## src/rtl/lpm_pkg.sv

```systemverilog
package lpm_pkg;
    typedef enum logic [2:0] {
        M_RUN   = 3'd0,
        M_SLEEP = 3'd1,
        M_TMR   = 3'd2,
        M_STOP  = 3'd3,
        M_STAB  = 3'd4
    } lpm_mode_e;

    localparam logic [1:0] SRC_OSC = 2'd1;
    localparam logic [1:0] SRC_SUB = 2'd2;

    localparam logic [4:0] CFG_RESET = 5'b11000;
endpackage

```

## src/rtl/lpm_div.sv

```systemverilog
module lpm_div #(
    parameter int OSC_DIV = 2,
    parameter int SUB_DIV = 4
) (
    input  logic       clk,
    input  logic       rst_n,
    input  logic [1:0] src_sel,
    input  logic       pll_tick,
    input  logic       osc_tick,
    input  logic       sub_tick,
    output logic       sys_tick
);
    import lpm_pkg::*;

    localparam int MAXDIV = (OSC_DIV > SUB_DIV) ? OSC_DIV : SUB_DIV;
    localparam int CW     = $clog2(MAXDIV) + 1;

    typedef struct packed {
        logic [CW-1:0] cnt;
        logic          tick;
    } div_st_t;

    div_st_t q, d;
    logic          raw;
    logic [CW-1:0] lim;
    logic          wrap;

    always_comb begin
        case (src_sel)
            SRC_OSC: begin raw = osc_tick; lim = CW'(OSC_DIV); end
            SRC_SUB: begin raw = sub_tick; lim = CW'(SUB_DIV); end
            default: begin raw = pll_tick; lim = CW'(1);       end
        endcase
        wrap   = (q.cnt == lim - CW'(1));
        d      = q;
        d.tick = raw && wrap;
        if (raw) begin
            d.cnt = wrap ? '0 : q.cnt + CW'(1);
        end
    end

    always_ff @(posedge clk) begin
        if (!rst_n) q <= '0;
        else        q <= d;
    end

    assign sys_tick = q.tick;
endmodule

```

## src/rtl/lpm_decim.sv

```systemverilog
module lpm_decim #(
    parameter int PERIOD_W = 3
) (
    input  logic       clk,
    input  logic       rst_n,
    input  logic       step,
    input  logic       thin_on,
    input  logic [1:0] amount,
    output logic       allow
);
    logic [PERIOD_W-1:0] phase_d, phase_q;
    logic [PERIOD_W:0]   thr;

    always_comb begin
        thr     = {{(PERIOD_W-2){1'b0}}, amount, 1'b1};
        allow   = !thin_on || ({1'b0, phase_q} >= thr);
        phase_d = step ? phase_q + PERIOD_W'(1) : phase_q;
    end

    always_ff @(posedge clk) begin
        if (!rst_n) phase_q <= '0;
        else        phase_q <= phase_d;
    end
endmodule

```

## src/rtl/lpm_clkctl.sv

```systemverilog
module lpm_clkctl #(
    parameter int OSC_DIV  = 2,
    parameter int SUB_DIV  = 4,
    parameter int PERIOD_W = 3,
    parameter int STAB_W   = 8
) (
    input  logic              clk,
    input  logic              rst_n,
    input  logic [1:0]        src_sel,
    input  logic              pll_tick,
    input  logic              osc_tick,
    input  logic              sub_tick,
    input  logic              wr_en,
    input  logic [7:0]        wr_data,
    input  logic              irq,
    input  logic [STAB_W-1:0] stab_len,
    output logic [7:0]        ctl_rd,
    output logic [2:0]        lp_mode,
    output logic              cpu_en,
    output logic              per_en,
    output logic              tmr_en,
    output logic              wtm_en,
    output logic              osc_stop_req,
    output logic              sub_stop_req
);
    import lpm_pkg::*;

    typedef struct packed {
        lpm_mode_e         mode;
        logic              p_stop;
        logic              p_tmr;
        logic              p_sleep;
        logic [4:0]        cfg;
        logic [STAB_W-1:0] stab_cnt;
        logic              osc_stop;
        logic              sub_stop;
        logic              cpu;
        logic              per;
        logic              tbt;
        logic              wtm;
    } st_t;

    st_t  q, d;
    logic sys_tick;
    logic allow;
    logic on_sub;
    logic w_ok;
    logic e_stop, e_tmr, e_sleep;

    lpm_div #(.OSC_DIV(OSC_DIV), .SUB_DIV(SUB_DIV)) u_div (
        .clk      (clk),
        .rst_n    (rst_n),
        .src_sel  (src_sel),
        .pll_tick (pll_tick),
        .osc_tick (osc_tick),
        .sub_tick (sub_tick),
        .sys_tick (sys_tick)
    );

    lpm_decim #(.PERIOD_W(PERIOD_W)) u_decim (
        .clk     (clk),
        .rst_n   (rst_n),
        .step    (sys_tick && (q.mode == M_RUN)),
        .thin_on (!q.cfg[4]),
        .amount  (q.cfg[2:1]),
        .allow   (allow)
    );

    always_comb begin
        on_sub  = (src_sel == SRC_SUB);
        w_ok    = wr_en && (q.mode == M_RUN);
        e_stop  = q.p_stop  || (w_ok && wr_data[7]);
        e_tmr   = q.p_tmr   || (w_ok && wr_data[5]);
        e_sleep = q.p_sleep || (w_ok && wr_data[6]);

        d         = q;
        d.cpu     = 1'b0;
        d.per     = 1'b0;
        d.tbt     = 1'b0;
        d.wtm     = 1'b0;
        d.p_stop  = e_stop;
        d.p_tmr   = e_tmr;
        d.p_sleep = e_sleep;
        if (w_ok) d.cfg = wr_data[4:0];

        case (q.mode)
            M_RUN: begin
                if (sys_tick) begin
                    d.cpu = allow;
                    d.per = 1'b1;
                    d.tbt = !on_sub;
                    d.wtm = on_sub;
                    if (e_stop) begin
                        d.mode     = M_STOP;
                        d.osc_stop = !on_sub;
                        d.sub_stop = on_sub;
                    end else if (e_tmr) begin
                        d.mode = M_TMR;
                    end else if (e_sleep) begin
                        d.mode = M_SLEEP;
                    end
                    d.p_stop  = 1'b0;
                    d.p_tmr   = 1'b0;
                    d.p_sleep = 1'b0;
                end
            end
            M_SLEEP, M_TMR: begin
                if (sys_tick) begin
                    d.per = (q.mode == M_SLEEP);
                    d.tbt = !on_sub;
                    d.wtm = on_sub;
                    if (irq) d.mode = M_RUN;
                end
            end
            M_STOP: begin
                if (irq) begin
                    d.mode     = M_STAB;
                    d.stab_cnt = stab_len;
                    d.osc_stop = 1'b0;
                    d.sub_stop = 1'b0;
                end
            end
            default: begin
                if (q.stab_cnt == '0) d.mode = M_RUN;
                else                  d.stab_cnt = q.stab_cnt - STAB_W'(1);
            end
        endcase
    end

    always_ff @(posedge clk) begin
        if (!rst_n) begin
            q      <= '0;
            q.mode <= M_RUN;
            q.cfg  <= CFG_RESET;
        end else begin
            q <= d;
        end
    end

    assign ctl_rd       = {3'b000, q.cfg};
    assign lp_mode      = q.mode;
    assign cpu_en       = q.cpu;
    assign per_en       = q.per;
    assign tmr_en       = q.tbt;
    assign wtm_en       = q.wtm;
    assign osc_stop_req = q.osc_stop;
    assign sub_stop_req = q.sub_stop;
endmodule

```

## config.mk

```make
export PLATFORM = sky130hd
export DESIGN_NAME = lpm_clkctl
export DESIGN_NICKNAME = d
export VERILOG_FILES = /design/src/rtl/lpm_pkg.sv /design/src/rtl/lpm_div.sv /design/src/rtl/lpm_decim.sv /design/src/rtl/lpm_clkctl.sv
export SDC_FILE = /design/constraint.sdc
export NUM_CORES = 1
export LEC_CHECK = 0
export BUFFER_PORTS_ARGS = -buffer_cell sky130_fd_sc_hd__clkbuf_2
export CORE_MARGIN = 2
export CORE_UTILIZATION = 53
export DETAILED_ROUTE_END_ITERATION = 7
export PLACE_DENSITY = 0.78
export SETUP_SLACK_MARGIN = 0.5
export SYNTH_ARGS = -nofsm -noshare
export SYNTH_HDL_FRONTEND = slang
export SYNTH_SLANG_ARGS = --single-unit
```

## constraint.sdc

```tcl
create_clock -name clk -period 2.1 [get_ports clk]
set_clock_uncertainty 0.05 [all_clocks]
set_input_delay 0.315 -clock clk [delete_from_list [all_inputs] [get_ports clk]]
set_output_delay 0.315 -clock clk [all_outputs]
set_load 0.1 [all_outputs]
```

==> metrics.yaml <==
sta:
  fin_crit_sh_pct: 74.1
  clock.fmax_mhz: 643
  min_period_ps: 1560
  worst_slack_ps: 544
  final_max_slew_viol_count: 0
  hold_viol_final: 0
  rsz0062_at_grt: "no"
  tightestPinTransition_ps: 547
  setup_tns_ps: 0
  slew_headroom_pct: 63.7
  finalSetupViolations: 0
synthesis:
  synth_cell_types: 52
  synth_common_cells: "dfxtp_1 (32), nand2_1 (26), a21oi_1 (17), nor2_1 (17), buf_4 (11)"
  synth_top_area_share_pct: 36.9
  syn_area_per_cell_um2: 8.51
  synth_flop_cell: "dfxtp_1"
  synth_top_cell_by_area: "dfxtp_1"
  synth_edf_count: 0
  synthArstFlopShare_pct: 0
  yosysWarnings: 0
  synth_most_common_cell: "dfxtp_1"
  ys_seq_elements: 32
  synth-seq-area-share_pct: 36.9
  syn-cell-area_mm2: 0.00174
  synth_area_leaders: "dfxtp_1 (37%), ha_1 (5.8%), nand2_1 (5.6%)"
  syn_inst: 204
placement:
  dp_slack_ps: 347
  port_buffers: 38
  place.gp.congestion: 0.798
  dp_hpwl_um: 2640
floorplanning:
  dieArea_mm2: 0.00375
  fp.dieH_um: 61.2
  ioPinCount: 42
  die_x_um: 61.2
  initial_core_util_pct: 56.4
  num_rows: 20
  core_area_mm2: 0.00308
global_routing:
  grt_pass1_wl_um: 6120
  grt-ovfl-total: 0
  grt_pass1_vias: 1338
  grt_max_degree: 15
  antenna_found_initial: 0
  track_usage_pct: 21.9
routing:
  dr_total_vias: 1564
  vias_per_cell: 5.43
  wl_per_cell_um: 13.4
  drt_iter0_drc: 95
  ant_nets: 0
  firstDrtPassIters: 4
  remaining_drc_errors: 0
  routed_wl_um: 3860
clock_network:
  htree_levels: 2
  clk_pin_slew_ps: 100
  tritoncts.num_buffers: 5
  clock_path_buffers: 2
  cts_hold_buf: 0
  cts.sinks: 32
  clock_latency_ps: 340
  clock_tree.root_cell: "clkbuf_4"
  cts_tree: "built"
final_layout:
  fin_util_pct: 67.9
  fillers: 252
  antennaDiodeCount: 0
  area_growth_pct: 20.4
  layout-drive-gt1-share_pct: 32.4
  final_nets: 276
pwr:
  ir_drop_v: 0.000507
  pwr_density_cell_mw_per_mm2: 677
  finalPower_mw: 1.41
  leakagePower_nw: 0.940
critical_path:
  critPathArrivalTime_ps: 1190
  cp_slowest_cell: "clkbuf_2"
  startpoint_type: "flip-flop"
  crit_family: "buffers and inverters"
  worst-path-max-fanout: 3
  required_ps: 1740
  path_cells: "clkbuf_2"
  critPathCaptureType: "primary output"
  r2r_start: "lp_mode[0]"
  cp_slowest_stage_delay_ps: 470
  crit_buf_inv: 1
  crit_start: "ctl_rd[2]"
  critPathKind: "reg -> out"
hold_path:
  hp-start: "wr_data[3]"
  hp-class: "in -> reg"
outcome:
  run_status: "finished clean"
job:
  cap_violations: 0
-- cell families after synthesis --
group / Yosys count / synth area share (%)
XOR/XNOR: 6 / 3.03
flip-flops: 32 / 36.9
AND/OR/NAND/NOR: 70 / 20.0
buffers and inverters: 30 / 10.2
AO/OA/AOI/OAI: 55 / 22.6
adder cells (fa/ha/maj): 8 / 5.77
multiplexers: 2 / 1.15
other: 1 / 0.216
-- cells in the final DEF (no fill, tap or decap), types with 2 or more instances in the layout --
master     Yosys  routed
dfxtp_4        0       4
nor3_1         6       6
a22o_1         2       2
nor2_1        17      16
o32ai_1        3       3
a21oi_1       17      17
buf_4         11      10
clkbuf_4       0       6
xnor2_1        2       2
a21oi_2        2       2
inv_1         10      10
a2111oi_0      2       2
conb_1         1       3
a31oi_1        4       3
o22ai_1        4       4
dfxtp_1       32      27
nand2_1       26      26
mux2i_1        2       2
and3_1         2       2
o21ai_1        2       2
a21o_1         3       3
o211ai_1       2       2
xor2_1         4       4
clkbuf_2       1      36
a211oi_1       2       2
ha_1           8       7
nand3_1        6       6
clkbuf_8       0       3
-- timing repair --
item                       4_1_cts  5_1_grt
setup buffers                    3        6
pin swaps                        2        6
resized for setup               11       15
setup endpoints to repair       16       15
-- through the flow --
stage	area (um2)	std cells	hold WS, ps
after global routing	2090	288	118
after detailed placement	1870	271	396
after CTS	1990	282	115
final	2090	288	124
after global placement	1870	271	392
after floorplan	1740	206	387
-- power by group --
part	internal [mW]	leakage, nW	switching [mW]	total (mW)
clock network	0.164	0.0315	0.212	0.376
logic	0.112	0.644	0.255	0.367
registers	0.638	0.264	0.0330	0.671
-- per-layer routing --
layer	share of wire, %	vias to the layer above	GRT usage, %
met5	0	-	0
met2	47	61	33.1
met1	45	699	29.5
met4	1.3	0	7.76
met3	7.2	6	6.93
li1	-	798	-
-- final timing paths --
kind,slack [ps],end,cells past startpoint
min reg2reg,410,ctl_rd[0],2
max,540,ctl_rd[2],1
min,120,ctl_rd[3],3
max reg2reg,550,sub_stop_req,5
-- sequential cells by signal, summed over array words and instances (netlist names) --
register and count:
osc_stop_req 1, wtm_en 1, lp_mode 3, cpu_en 1
u_div.sys_tick 1, u_div.q 3, sub_stop_req 1, u_decim.phase_q 3
tmr_en 1, q 11, ctl_rd 5, per_en 1
-- cell type report --
type                       instances  area (um2)  area share, %
multi-input combinational        144         982           47.0
sequential                        32         657           31.4
inverter                          10        37.5           1.80
timing repair buffer              50         295           14.1
clock buffer                       7        55.1           2.63
tap                               44        55.1           2.63
clock inverter                     1        7.51          0.359
Note: power is estimated with default switching activity, not from simulation.
